**src/rtl/uart_mcls_pkg.sv**
```systemverilog
package uart_mcls_pkg;
  localparam int unsigned DATA_W = 8;
  localparam int unsigned MCR_W  = 5;
  localparam int unsigned N_ERR  = 4;

  typedef enum logic [1:0] {
    ALT_OUT2  = 2'd0,
    ALT_BAUD  = 2'd1,
    ALT_RXRDY = 2'd2,
    ALT_RSVD  = 2'd3
  } alt_sel_e;

  // control bit positions
  localparam int unsigned MCR_DTR  = 0;
  localparam int unsigned MCR_RTS  = 1;
  localparam int unsigned MCR_OUT1 = 2;
  localparam int unsigned MCR_OUT2 = 3;
  localparam int unsigned MCR_LOOP = 4;

  typedef struct packed {
    logic brk;
    logic frm;
    logic par;
    logic ovr;
  } err_evt_t;
endpackage

```
**src/rtl/mcls_mcr_reg.sv**
```systemverilog
module mcls_mcr_reg
  import uart_mcls_pkg::*;
(
  input  logic              clk_i,
  input  logic              rst_ni,
  input  logic              we_i,
  input  logic [DATA_W-1:0] wdata_i,
  input  logic              ri_i,
  output logic [MCR_W-1:0]  mcr_o,
  output logic              dtr_no,
  output logic              rts_no,
  output logic              msr_ri_o
);
  logic [MCR_W-1:0] mcr_q;

  always_ff @(posedge clk_i or negedge rst_ni) begin
    if (!rst_ni)   mcr_q <= '0;
    else if (we_i) mcr_q <= wdata_i[MCR_W-1:0];
  end

  assign mcr_o    = mcr_q;
  assign dtr_no   = ~mcr_q[MCR_DTR];
  assign rts_no   = ~mcr_q[MCR_RTS];
  // loopback replaces the ring input with OUT1
  assign msr_ri_o = mcr_q[MCR_LOOP] ? mcr_q[MCR_OUT1] : ri_i;
endmodule

```
**src/rtl/mcls_lsr.sv**
```systemverilog
module mcls_lsr
  import uart_mcls_pkg::*;
(
  input  logic              clk_i,
  input  logic              rst_ni,
  input  logic              clr_i,
  input  err_evt_t          evt_i,
  input  logic              rx_avail_i,
  input  logic              thr_empty_i,
  input  logic              tsr_empty_i,
  input  logic              fifo_mode_i,
  input  logic              rx_fifo_err_i,
  input  logic              ie_i,
  output logic [N_ERR-1:0]  err_o,
  output logic [DATA_W-1:0] lsr_o,
  output logic              irq_o
);
  logic [N_ERR-1:0] evt_vec;
  logic [N_ERR-1:0] err_q;

  assign evt_vec = {evt_i.brk, evt_i.frm, evt_i.par, evt_i.ovr};

  for (genvar g = 0; g < N_ERR; g++) begin : g_sticky
    // set has priority over the read-clear
    always_ff @(posedge clk_i or negedge rst_ni) begin
      if (!rst_ni)         err_q[g] <= 1'b0;
      else if (evt_vec[g]) err_q[g] <= 1'b1;
      else if (clr_i)      err_q[g] <= 1'b0;
    end
  end

  assign err_o = err_q;
  assign lsr_o = {fifo_mode_i & rx_fifo_err_i,
                  thr_empty_i & tsr_empty_i,
                  thr_empty_i,
                  err_q,
                  rx_avail_i};
  assign irq_o = ie_i & (|err_q);
endmodule

```
**src/rtl/mcls_pin_mux.sv**
```systemverilog
module mcls_pin_mux
  import uart_mcls_pkg::*;
#(
  parameter bit ALT_EN = 1'b1
) (
  input  logic [1:0] sel_i,
  input  logic       out2_i,
  input  logic       baud_clk_i,
  input  logic       rx_rdy_i,
  output logic       pin_no
);
  if (ALT_EN) begin : g_alt
    always_comb begin
      unique case (alt_sel_e'(sel_i))
        ALT_BAUD:  pin_no = baud_clk_i;
        ALT_RXRDY: pin_no = ~rx_rdy_i;
        default:   pin_no = ~out2_i;
      endcase
    end
  end else begin : g_fixed
    logic unused_alt;
    assign unused_alt = ^{sel_i, baud_clk_i, rx_rdy_i};
    assign pin_no     = ~out2_i;
  end
endmodule

```
**src/rtl/uart_mcls_top.sv**
```systemverilog
module uart_mcls_top
  import uart_mcls_pkg::*;
#(
  parameter int unsigned ADDR_W   = 3,
  parameter int unsigned MCR_ADDR = 4,
  parameter int unsigned LSR_ADDR = 5,
  parameter bit          ALT_EN   = 1'b1
) (
  input  logic              clk_i,
  input  logic              rst_ni,
  input  logic [ADDR_W-1:0] addr_i,
  input  logic              wr_en_i,
  input  logic              rd_en_i,
  input  logic [7:0]        wdata_i,
  output logic [7:0]        rdata_o,
  input  logic [1:0]        alt_sel_i,
  input  logic              baud_clk_i,
  input  logic              rx_rdy_i,
  input  logic              ri_i,
  input  logic              rx_avail_i,
  input  logic              overrun_i,
  input  logic              parity_err_i,
  input  logic              framing_err_i,
  input  logic              break_i,
  input  logic              fifo_mode_i,
  input  logic              rx_fifo_err_i,
  input  logic              thr_empty_i,
  input  logic              tsr_empty_i,
  input  logic              rls_ie_i,
  output logic              dtr_no,
  output logic              rts_no,
  output logic              aux_no,
  output logic              msr_ri_o,
  output logic              rls_irq_o
);
  localparam logic [ADDR_W-1:0] A_MCR = ADDR_W'(MCR_ADDR);
  localparam logic [ADDR_W-1:0] A_LSR = ADDR_W'(LSR_ADDR);

  logic             sel_mcr, sel_lsr;
  logic [MCR_W-1:0] mcr_val;
  logic [N_ERR-1:0] err_flags;
  logic [7:0]       lsr_val;
  err_evt_t         evt;

  assign sel_mcr = (addr_i == A_MCR);
  assign sel_lsr = (addr_i == A_LSR);
  assign evt     = '{brk: break_i, frm: framing_err_i, par: parity_err_i, ovr: overrun_i};

  mcls_mcr_reg u_mcr (
    .clk_i   (clk_i),
    .rst_ni  (rst_ni),
    .we_i    (wr_en_i & sel_mcr),
    .wdata_i (wdata_i),
    .ri_i    (ri_i),
    .mcr_o   (mcr_val),
    .dtr_no  (dtr_no),
    .rts_no  (rts_no),
    .msr_ri_o(msr_ri_o)
  );

  mcls_lsr u_lsr (
    .clk_i        (clk_i),
    .rst_ni       (rst_ni),
    .clr_i        (rd_en_i & sel_lsr),
    .evt_i        (evt),
    .rx_avail_i   (rx_avail_i),
    .thr_empty_i  (thr_empty_i),
    .tsr_empty_i  (tsr_empty_i),
    .fifo_mode_i  (fifo_mode_i),
    .rx_fifo_err_i(rx_fifo_err_i),
    .ie_i         (rls_ie_i),
    .err_o        (err_flags),
    .lsr_o        (lsr_val),
    .irq_o        (rls_irq_o)
  );

  mcls_pin_mux #(.ALT_EN(ALT_EN)) u_mux (
    .sel_i     (alt_sel_i),
    .out2_i    (mcr_val[MCR_OUT2]),
    .baud_clk_i(baud_clk_i),
    .rx_rdy_i  (rx_rdy_i),
    .pin_no    (aux_no)
  );

  always_comb begin
    rdata_o = '0;
    if (rd_en_i) begin
      if (sel_mcr)      rdata_o = {{(8-MCR_W){1'b0}}, mcr_val};
      else if (sel_lsr) rdata_o = lsr_val;
    end
  end
endmodule

```
**config.mk**
```make
export PLATFORM = sky130hd
export DESIGN_NAME = uart_mcls_top
export DESIGN_NICKNAME = d
export VERILOG_FILES = /design/src/rtl/uart_mcls_pkg.sv /design/src/rtl/mcls_mcr_reg.sv /design/src/rtl/mcls_lsr.sv /design/src/rtl/mcls_pin_mux.sv /design/src/rtl/uart_mcls_top.sv
export SDC_FILE = /design/constraint.sdc
export NUM_CORES = 1
export LEC_CHECK = 0
export ABC_CLOCK_PERIOD_IN_PS = 1140
export BUFFER_PORTS_ARGS = -buffer_cell sky130_fd_sc_hd__buf_2
export CAP_MARGIN = 20
export CORE_MARGIN = 2
export CORE_UTILIZATION = 37
export CTS_BUF_LIST = sky130_fd_sc_hd__clkbuf_8
export CTS_CLUSTER_SIZE = 10
export DETAILED_ROUTE_END_ITERATION = 16
export PLACE_DENSITY = 0.77
export RECOVER_POWER = 100
export SLEW_MARGIN = 20
export SYNTH_ARGS = -nofsm -noshare
export SYNTH_HDL_FRONTEND = slang
export SYNTH_HIERARCHICAL = 1
export SYNTH_SLANG_ARGS = --single-unit
export TNS_END_PERCENT = 30
```
**constraint.sdc**
```tcl
create_clock -name clk_i -period 1.14 [get_ports clk_i]
set_clock_uncertainty 0.05 [all_clocks]
set_input_delay 0.285 -clock clk_i [delete_from_list [all_inputs] [get_ports clk_i]]
set_output_delay 0.285 -clock clk_i [all_outputs]
set_load 0.02 [all_outputs]
```
==> metrics.md, run 1 <==
| Metric | Value |
|---|---|
| Status | finished, violations left |
| Failing checks | setup timing |
| Mux contribution to synthesized area | 0.199 |
| Crit-path max cell delay | 410 ps |
| Final hold viol count | 0 |
| Initial antenna violation count | 0 |
| Chip width | 44.0 microns |
| Starting DRT DRC Count | 3 |
| Num CTS Buffers | 3 |
| Die Y | 44.0 microns |
| Library cells used by synthesis | 18 |
| Worst Hold Slack | 183 ps |
| Clock Power Share | 0.319 |
| Rows | 14 |
| Sequential share of the synthesized area | 0.381 |
| CP max FO | 2 |
| XOR/XNOR share of the synthesized area | 0 |
| Area taken by multi-input logic gates | 364 sq um |
| Fin. max-slew vios | 0 |
| Achievable frequency | 0.663 GHz |
| Post-Layout Inst Area | 1000 sq um |
| Post-synthesis area per instance | 10.6 sq um |
| GRT overflow | 0 |
| Sequential fraction of design power | 0.352 |
| Simple-gate share of the synthesized area | 0.165 |
| Count leader, synth | dfrtp_1 |
| Avg WL per Cell | 12.9 microns |
| Worst EP required | 810 ps |
| Dpl ws | -350 ps |
| Initial core utilization | 0.393 |
| Worst Slack Setup Final | -369 ps |
| DR vias | 548 |
| Asr flop ratio synth | 1.00 |
| Leading area contributor after synthesis | dfrtp_1 |
| CP bufs+invs | 1 |
| Top cells by count, synth | dfrtp_1, and2_1, buf_4, mux2_2 |
| WP data arrival | 1170 ps |
| Vias in the first global route | 572 |
| 1st-pass router iterations | 3 |
| Register Area | 225 sq um |
| Net Count, Synth | 88 |
| DRT antenna net count | 0 |
| CP cell instances | o41a_1, buf_2 |
| Post-synthesis compound-gate area fraction | 0.0867 |
| Final std cells w/o fill | 116 |
| PortBufs | 39 |
| Die footprint | 1940 sq um |
| I/O pins | 43 |
| # H-tree levels | 1 |
| Synth Cell Area | 592 sq um |
| Largest cells by area after synthesis | dfrtp_1, mux2_2, mux2i_1 |
| Post-layout minimum cycle time | 1510 ps |
| Placer Congestion | 0.693 |
| Layout Nets | 133 |
| Worst skew pair latency | 230 ps |
| Slew @ Worst Pin | 522 ps |
| Final WL | 1500 microns |
| Combinational share of power | 0.329 |
| EDFF count, synth | 0 |
| Finish-stage setup viols | 13 |
| Worst setup SP type | flop |
| Crit Path Class | flop to primary output |
| Int Power | 0.825 mW |
| Clk root buf | clkbuf_8 |
| Drc violations | 0 |
| Max-cap violations | 0 |
| Leakage | 0.508 nW |
| Worst hold-check path type | input pin to flop |
| Vias per cell | 4.72 |
| Filler Cells Inserted | 110 |
| Crit end category | primary output |
| Clock slew at reported path FFs | 50 ps |
| RSZ-0062 raised after global routing | true |
| Synth warn | 6 |
| CTS tree | yes |
| Layout cells sized above 1 | 0.670 |
| Clk sink count | 9 |
| Post-synthesis adder-cell area fraction | 0.0423 |
| Crit path max-delay family | compound AO/OA/AOI/OAI gates |
| R2R Setup Slk | 190 ps |
| Slowest-stage cell, CP | o41a_1 |
| Switching power | 0.322 mW |
| Dpl cell area | 811 sq um |
| Largest net degree at the start of global routing | 10 |
| Number of diodes | 0 |
| Post-synth top area share | 0.381 |
| Yosys reg bits | 9 |
| Top FF cell, synth | dfrtp_1 |
| All-layer global routing usage | 0.174 |
| Sw frac | 0.281 |
| Peak supply drop | 0.986 mV |
| Post-Syn Instances | 56 |
| Fin crit share | 1.32 |
| Max-slew headroom | 0.652 |
| Power per cell area | 1140 nW/um^2 |
| CTS max path bufs | 2 |
| Synth-to-layout area growth | 69.8% |
| Largest family of logic cells by synthesized area | multiplexers |
| Core Box Area | 1510 sq um |
| Inst Count DP | 110 |
| First-pass GRT wire length | 2370 microns |
-- power by group through the flow --
stage | Sequential [mW] | Clock, mW | Combinational [mW]
2_1_floorplan | 0.393 | 0 | 0.185
3_3_place_gp | 0.400 | 0 | 0.274
3_5_place_dp | 0.403 | 0 | 0.282
4_1_cts | 0.398 | 0.374 | 0.337
5_1_grt | 0.410 | 0.400 | 0.406
6_report | 0.403 | 0.366 | 0.377
-- cell families (layout without fill, tap and decap cells) --
logic type	Yosys count	in the layout
buffers and inverters	12	56
adders and majority gates	2	2
muxes	11	11
and+or+nand+nor	16	16
DFF	9	9
AOI/OAI and AO/OA	6	6
-- metrics by stage --
stage / util / power (mW) / setup TNS [ps]
6_report: 0.667 / 1.15 / -2820
5_1_grt: 0.667 / 1.22 / -3540
4_1_cts: 0.633 / 1.11 / -2750
3_5_place_dp: 0.538 / 0.685 / -3240
3_3_place_gp: 0.538 / 0.674 / -2910
2_1_floorplan: - / 0.579 / -1370
-- path summary, 6_finish.rpt --
path / startpoint / endpoint / depth (start not counted)
max: u_lsr/err_o[1] / rls_irq_o / 2
min: parity_err_i / u_lsr/err_o[1] / 2
max reg2reg: u_lsr/err_o[3] / u_lsr/err_o[3] / 3
min reg2reg: u_lsr/err_o[2] / u_lsr/err_o[2] / 1
max in group asynchronous: rst_ni / u_mcr/mcr_o[3] / 2
min in group asynchronous: rst_ni / u_mcr/mcr_o[2] / 2
-- cell type report --
type,instances,area share
timing repair buffer,47,0.324
sequential,9,0.224
clock inverter,1,0.00498
tap,16,0.0199
inverter,5,0.0237
clock buffer,3,0.0411
multi-input combinational,35,0.362
-- what timing repair did --
action,4_1_cts,5_1_grt
hold buffers,1,0
setup endpoints to repair,13,18
pin swaps,3,4
endpoints found under the hold margin,9,0
buffers inserted,0,1
resized for setup,23,19
-- registers in the layout (all words and copies together) (netlist names) --
signal and cells:
u_lsr/err_o 4, u_mcr/mcr_o 5
-- routing by layer --
layer,part of all wire,vias to the layer above,track usage
li1,-,270,-
met1,0.39,247,0.183
met3,0.091,4,0.0542
met5,0,-,0
met2,0.50,27,0.306
met4,0.019,0,0.0909
-- placed cells by master, fill, tap and decap left out --
master         instances
buf_2                 27
dfrtp_1                9
buf_6                  8
buf_4                  7
mux2i_1                5
nor2_1                 5
and2_4                 4
mux2_4                 4
clkbuf_8               3
a21o_1                 3
clkbuf_1               2
buf_8                  2
and2_1                 2
inv_1                  2
mux2_2                 2
inv_4                  2
ha_4                   2
nand3b_1               1
and4b_4                1
nor4bb_4               1
clkinv_2               1
dlygate4sd3_1          1
o41a_1                 1
a21o_2                 1
inv_2                  1
nor2b_4                1
nand2_1                1
o31a_1                 1
Power figures use the tool's default switching activity.
==> run 2, diff against run 1 <==
MAX_ROUTING_LAYER = met4   (was not set)
TNS_END_PERCENT = not set   (was 30)
==> run 2 against run 1 <==
  * The flow still finishes with violations (setup timing)
  * Final cell count rose by 4.3%
  * Combinational power grew 24%
  * Via count rose by 8.0%
  * Critical path depth unchanged
  * Global-route usage grew 3.3 points
  * Maximum frequency is 0.71% lower
  * Utilization grew 8.5 points
==> metrics.md, run 2 (synthesis results as in run 1) <==
| Metric | Value |
|---|---|
| RSZ-0062 raised after global routing | true |
| Combinational share of power | 0.374 (+0.045) |
| Vias in the first global route | 605 (+5.8%) |
| CTS tree | yes |
| Final WL | 1670 microns (+11%) |
| Most frequent cells in the layout | buf_2, buf_6, dfrtp_1 |
| I/O pins | 43 (unchanged) |
| Most used routing layer | met2 |
| CP max FO | 2 (unchanged) |
| Synth-to-layout area growth | 91.3% |
| Clock slew at reported path FFs | 50 ps (about the same) |
| Largest net degree at the start of global routing | 10 (unchanged) |
| Slowest-stage cell, CP | o41a_1 |
| DP HPWL | 1090 microns |
| Final hold viol count | 0 (unchanged) |
| Vias per cell | 4.89 (+3.6%) |
| Chip width | 44.0 microns (unchanged) |
| Crit end category | primary output |
| Max FFs per register | 5 (unchanged) |
| Die Y | 44.0 microns (unchanged) |
| Failing checks | setup timing |
| DRT antenna net count | 0 (unchanged) |
| Core Box Area | 1510 sq um (unchanged) |
| Most common cell after layout, fill and taps aside | buf_2 |
| Worst EP required | 810 ps (about the same) |
| Power per cell area | 1100 nW/um^2 (-3.6%) |
| Worst skew pair latency | 230 ps (about the same) |
| Peak supply drop | 0.815 mV (-17%) |
| Number of diodes | 0 (unchanged) |
| Clock Power Share | 0.298 (-0.021) |
| Drc violations | 0 (unchanged) |
| PortBufs | 39 (unchanged) |
| Layout cells sized above 1 | 0.752 (+0.0824) |
| Post-layout minimum cycle time | 1520 ps (+10.9 ps) |
| Die footprint | 1940 sq um (unchanged) |
| # H-tree levels | 1 (unchanged) |
| Rows | 14 (unchanged) |
| Max-cap violations | 0 (unchanged) |
| TNS Setup | -2920 ps (-99.0 ps) |
| Finish-stage setup viols | 18 (+5) |
| Crit Path Class | flop to primary output |
| Sequential fraction of design power | 0.327 (-0.025) |
| Clk sink count | 9 (unchanged) |
| Starting DRT DRC Count | 4 (+1) |
| CP bufs+invs | 1 (unchanged) |
| DR vias | 592 (+8.0%) |
| Fin crit share | 1.33 (+0.00952) |
| 1st-pass router iterations | 2 (-1) |
| Slew @ Worst Pin | 575 ps (+53.6 ps) |
| Worst Hold Slack | 174 ps (-9.25 ps) |
| Layout Nets | 138 (+3.8%) |
| Worst hold-check path type | input pin to flop |
| Met3 usage | 0.0500 (-0.00417) |
| CP cell instances | o41a_1, buf_6 |
| Status | finished, violations left |
| Crit path max-delay family | compound AO/OA/AOI/OAI gates |
| Met2 GRT Util | 0.321 (+0.0147) |
| All-layer global routing usage | 0.207 (+0.0332) |
| Placer Congestion | 0.770 (+11%) |
| Worst Slack Setup Final | -380 ps (-10.9 ps) |
| Sw frac | 0.289 (+0.00877) |
| WP data arrival | 1190 ps (+20 ps) |
| Dpl ws | -362 ps (-12.3 ps) |
| Max-slew headroom | 0.616 (-0.0358) |
| Achievable frequency | 0.658 GHz (-0.71%) |
| Avg WL per Cell | 13.8 microns (+6.9%) |
| CTS max path bufs | 2 (unchanged) |
| Initial antenna violation count | 0 (unchanged) |
| Num CTS Buffers | 3 (unchanged) |
| Fin. max-slew vios | 0 (unchanged) |
| Int Power | 0.885 mW (+7.3%) |
| Worst setup SP type | flop |
| Clk root buf | clkbuf_8 |
| Crit-path max cell delay | 420 ps (about the same) |
| Initial core utilization | 0.393 (unchanged) |
| First-pass GRT wire length | 2720 microns (+15%) |
| Leakage | 0.540 nW (+6.2%) |
| Met1 Usage GRT | 0.244 (+0.0608) |
| Switching power | 0.360 mW (+12%) |
| GRT overflow | 0 (unchanged) |
[run 2: layout make-up]
type	count	area, sq um
clock buffers	3	41.3
clock inverters	1	3.75
fillers	94	374
inverters	5	28.8
multi-input cells	35	402
flip-flops and latches	9	225
well taps	16	20.0
repair buffers	52	412
[run 2: power by group through the flow]
stage | clock, mW | combinational (mW) | sequential (mW)
detailed placement | 0 | 0.313 | 0.403
global placement | 0 | 0.306 | 0.401
finish | 0.371 | 0.466 | 0.408
CTS | 0.382 | 0.451 | 0.404
floorplan | 0 | 0.210 | 0.393
global route | 0.405 | 0.496 | 0.414
[run 2: final timing paths]
check / start / to / slack (ps) / cells after the start
max reg2reg: u_mcr/mcr_o[0] / u_mcr/mcr_o[0] / 100 / 3
min: break_i / u_lsr/err_o[3] / 170 / 2
max in group asynchronous: rst_ni / u_lsr/err_o[2] / 150 / 2
min in group asynchronous: rst_ni / u_mcr/mcr_o[4] / 520 / 2
max: u_lsr/err_o[0] / rls_irq_o / -380 / 2
min reg2reg: u_lsr/err_o[2] / u_lsr/err_o[2] / 500 / 1
[run 2: routing by layer]
metal	wire [microns]	vias to the layer above
met5	0	-
met4	44	0
met1	676	281
met2	843	25
li1	-	281
met3	109	5
[run 2: per-stage QoR]
| step | util | instance area (sq um) | cells | total power [mW] |
|---|---|---|---|---|
| after detailed placement | 0.591 | 891 | 112 | 0.716 |
| final | 0.752 | 1130 | 121 | 1.24 |
| after global placement | 0.591 | 891 | 112 | 0.706 |
| after CTS | 0.748 | 1130 | 120 | 1.24 |
| after floorplan | - | 681 | 56 | 0.603 |
| after global routing | 0.752 | 1130 | 121 | 1.31 |
[run 2: what timing repair did]
action | 4_1_cts | 5_1_grt
buffers inserted | 3 | 1
pin swaps | 6 | 2
hold buffers | 1 | 0
endpoints found under the setup margin | 18 | 18
gates resized for setup | 49 | 3
hold endpoints to repair | 9 | 0
==> run 3, diff against run 2 <==
--- a/config.mk
+++ b/config.mk
@@ -10,4 +10,5 @@
 export CAP_MARGIN = 20
-export CORE_MARGIN = 2
-export CORE_UTILIZATION = 37
+export CELL_PAD_IN_SITES_DETAIL_PLACEMENT = 1
+export CELL_PAD_IN_SITES_GLOBAL_PLACEMENT = 2
+export CORE_UTILIZATION = 20
 export CTS_BUF_LIST = sky130_fd_sc_hd__clkbuf_8
@@ -16,3 +17,3 @@
 export MAX_ROUTING_LAYER = met4
-export PLACE_DENSITY = 0.77
+export PLACE_DENSITY_LB_ADDON = 0.1
 export RECOVER_POWER = 100
==> constraint.sdc (replaced) <==
create_clock -name clk_i -period 1.14 [get_ports clk_i]
set_clock_uncertainty 0.05 [all_clocks]
set_input_delay 0.057 -clock clk_i [delete_from_list [all_inputs] [get_ports clk_i]]
set_output_delay 0.057 -clock clk_i [all_outputs]
set_load 0.02 [all_outputs]
==> run 3 against run 2 <==
  * The run still ends with setup timing left
  * Design area fell by 17%
  * Worst hold slack got worse by 160 ps
  * Clock-buffer cell count did not move
  * Die area rose by 64%
  * Sequential cell count did not move
  * Non-clock buffer count fell by 2
  * Global-route usage fell by 9.8 points
  * First-iteration DRC count fell by 75%
  * Power fell by 14%
  * Clock power fell by 4%
  * Via count fell by 5.6%
  * Sequential power fell by 2%
  * Largest cell class is now multi-input gates
  * Largest power group is now registers
  * Highest routed layer unchanged
==> metrics.md, run 3 (synthesis results as in run 1) <==
| Metric | Value |
|---|---|
| Crit path max-delay family | compound AO/OA/AOI/OAI gates |
| Max FFs per register | 5 (unchanged) |
| Failing checks | setup timing |
| Rows | 19 (+5) |
| Worst EP required | 1030 ps (+220 ps) |
| Worst Setup SP | u_lsr/err_o[1] |
| 1st-pass router iterations | 2 (unchanged) |
| Worst-case reg-to-reg path depth | 3 (unchanged) |
| Worst setup SP type | flop |
| DRT antenna net count | 0 (unchanged) |
| Most frequent cells in the layout | buf_2, dfrtp_1, and2_1, inv_1 |
| Max-cap violations | 0 (unchanged) |
| Worst hold stages | 2 (unchanged) |
| RR Startpoint | u_lsr/err_o[0] |
| RSZ-0062 raised after global routing | true |
| I/O pins | 43 (unchanged) |
| Final WL | 1430 microns (-15%) |
| Achievable frequency | 0.782 GHz (+19%) |
| CTS tree | yes |
| All-layer global routing usage | 0.108 (-0.0984) |
| Clk sink count | 9 (unchanged) |
| GRT overflow | 0 (unchanged) |
| Crit-path max cell delay | 430 ps (about the same) |
| Most common cell after layout, fill and taps aside | buf_2 |
| Starting DRT DRC Count | 1 (-3) |
| Max-slew headroom | 0.674 (+0.0579) |
| Layout Nets | 136 (-1.4%) |
| Worst hold-check path type | input pin to flop |
| Placer Congestion | 0.687 (-11%) |
| Status | finished, violations left |
| Number of diodes | 0 (unchanged) |
| # H-tree levels | 1 (unchanged) |
| Worst Hold Launch | wdata_i[3] |
| Initial antenna violation count | 0 (unchanged) |
| Crit Path Class | flop to primary output |
| Finish-stage setup viols | 5 (-13) |
| Num CTS Buffers | 3 (unchanged) |
| Power per cell area | 1130 nW/um^2 (+2.7%) |
| CP bufs+invs | 1 (unchanged) |
| Worst skew pair latency | 230 ps (about the same) |
| Largest net degree at the start of global routing | 10 (unchanged) |
| Slew @ Worst Pin | 488 ps (-86.8 ps) |
| CP cell instances | o41a_1, buf_6 |
| WP data arrival | 1170 ps (-20 ps) |
| Vias in the first global route | 550 (-9.1%) |
| Worst Slack Setup Final | -140 ps (+241 ps) |
| Fin. max-slew vios | 0 (unchanged) |
| Avg WL per Cell | 10.7 microns (-23%) |
| Crit end category | primary output |
| Worst hold endpoint | u_mcr/mcr_o[3] |
| Chip width | 56.4 microns (+28%) |
| PortBufs | 39 (unchanged) |
| Vias per cell | 4.17 (-15%) |
| Worst R2R End | u_lsr/err_o[0] |
| Initial core utilization | 0.213 (-0.180) |
| Util after Layout | 0.340 (-0.412) |
| DR vias | 559 (-5.6%) |
| R2R Setup Slk | 200 ps (+100 ps) |
| Fin crit share | 1.12 (-0.211) |
| Post-layout minimum cycle time | 1280 ps (-241 ps) |
| Layout cells sized above 1 | 0.505 (-0.248) |
| First-pass GRT wire length | 2560 microns (-5.8%) |
| Die Y | 56.4 microns (+28%) |
| Slowest-stage cell, CP | o41a_1 |
| Leakage | 0.484 nW (-10%) |
| TNS Setup | -333 ps (+2590 ps) |
| Peak supply drop | 0.877 mV (+7.6%) |
| Drc violations | 0 (unchanged) |
| Clock slew at reported path FFs | 40 ps (about the same) |
| Core Box Area | 2780 sq um (+85%) |
| Final hold viol count | 0 (unchanged) |
| Synth-to-layout area growth | 59.6% |
| Die footprint | 3180 sq um (+64%) |
| CTS max path bufs | 2 (unchanged) |
| Clk root buf | clkbuf_8 |
| CP max FO | 2 (unchanged) |
==> run 3: cell types whose count changed in the layout (fill, tap and decap cells not counted), moves of 4 or more <==
cell	before	now
buf_2	21	29
dlygate4sd3_1	1	5
nor2_1	0	5
mux2i_1	1	5
and2_4	4	0
mux2i_2	4	0
buf_6	17	4
and2_1	2	6
mux2_2	0	5
mux2_4	6	1
==> run 3: report_power, final <==
group          switching (mW)  total, mW  internal, mW
clock network           0.123      0.357         0.234
registers              0.0354      0.401         0.365
logic                   0.138      0.309         0.171
==> run 3: cell type report <==
class	instances	area, sq um
multi-input combinational	35	310
clock inverter	1	3.75
timing repair buffer	50	307
clock buffer	3	41.3
sequential	9	225
inverter	5	18.8
tap	31	38.8
fill	326	1840
==> run 3: how the worst max path moves through the flow <==
| stage | to | slack [ps] | cells after the start |
|---|---|---|---|
| after floorplan | u_mcr/mcr_o[0] | 40 | 3 |
| after global placement | u_mcr/mcr_o[1] | 5 | 4 |
| after detailed placement | u_mcr/mcr_o[0] | -0.4 | 4 |
| after CTS | rls_irq_o | -150 | 2 |
| after global routing | rls_irq_o | -200 | 2 |
| final | rls_irq_o | -140 | 2 |
==> run 3: worst register-to-register path, stage by stage (launching register included) <==
cell and delay (ps):
dfrtp_1 380, buf_6 120, buf_4 120, a21o_1 160
==> run 3: through the flow <==
step           total power [mW]  instance area (sq um)  setup slack, ps  hold slack, ps  std cells
6_report                   1.07                    945             -140            9.23        134
5_1_grt                    1.14                    945             -200            11.7        134
4_1_cts                    1.09                    933             -146            6.22        133
3_5_place_dp              0.680                    800           -0.423            -125        121
3_3_place_gp              0.675                    800             4.55            -123        121
2_1_floorplan             0.579                    607             35.6            -289         56
==> run 3: timing repair <==
item | CTS | global route
endpoints found under the setup margin | 2 | 6
endpoints found under the hold margin | 13 | 0
pin swaps | 1 | 2
hold buffers | 5 | 0
setup buffers | 3 | 1
gates resized for setup | 5 | 5
==> run 3: metal layers <==
layer | share of wire | GRT usage | wire [microns]
met2 | 0.50 | 0.172 | 719
met3 | 0.069 | 0.0392 | 98
met5 | 0 | - | 0
met1 | 0.41 | 0.130 | 589
met4 | 0.014 | 0.0314 | 20
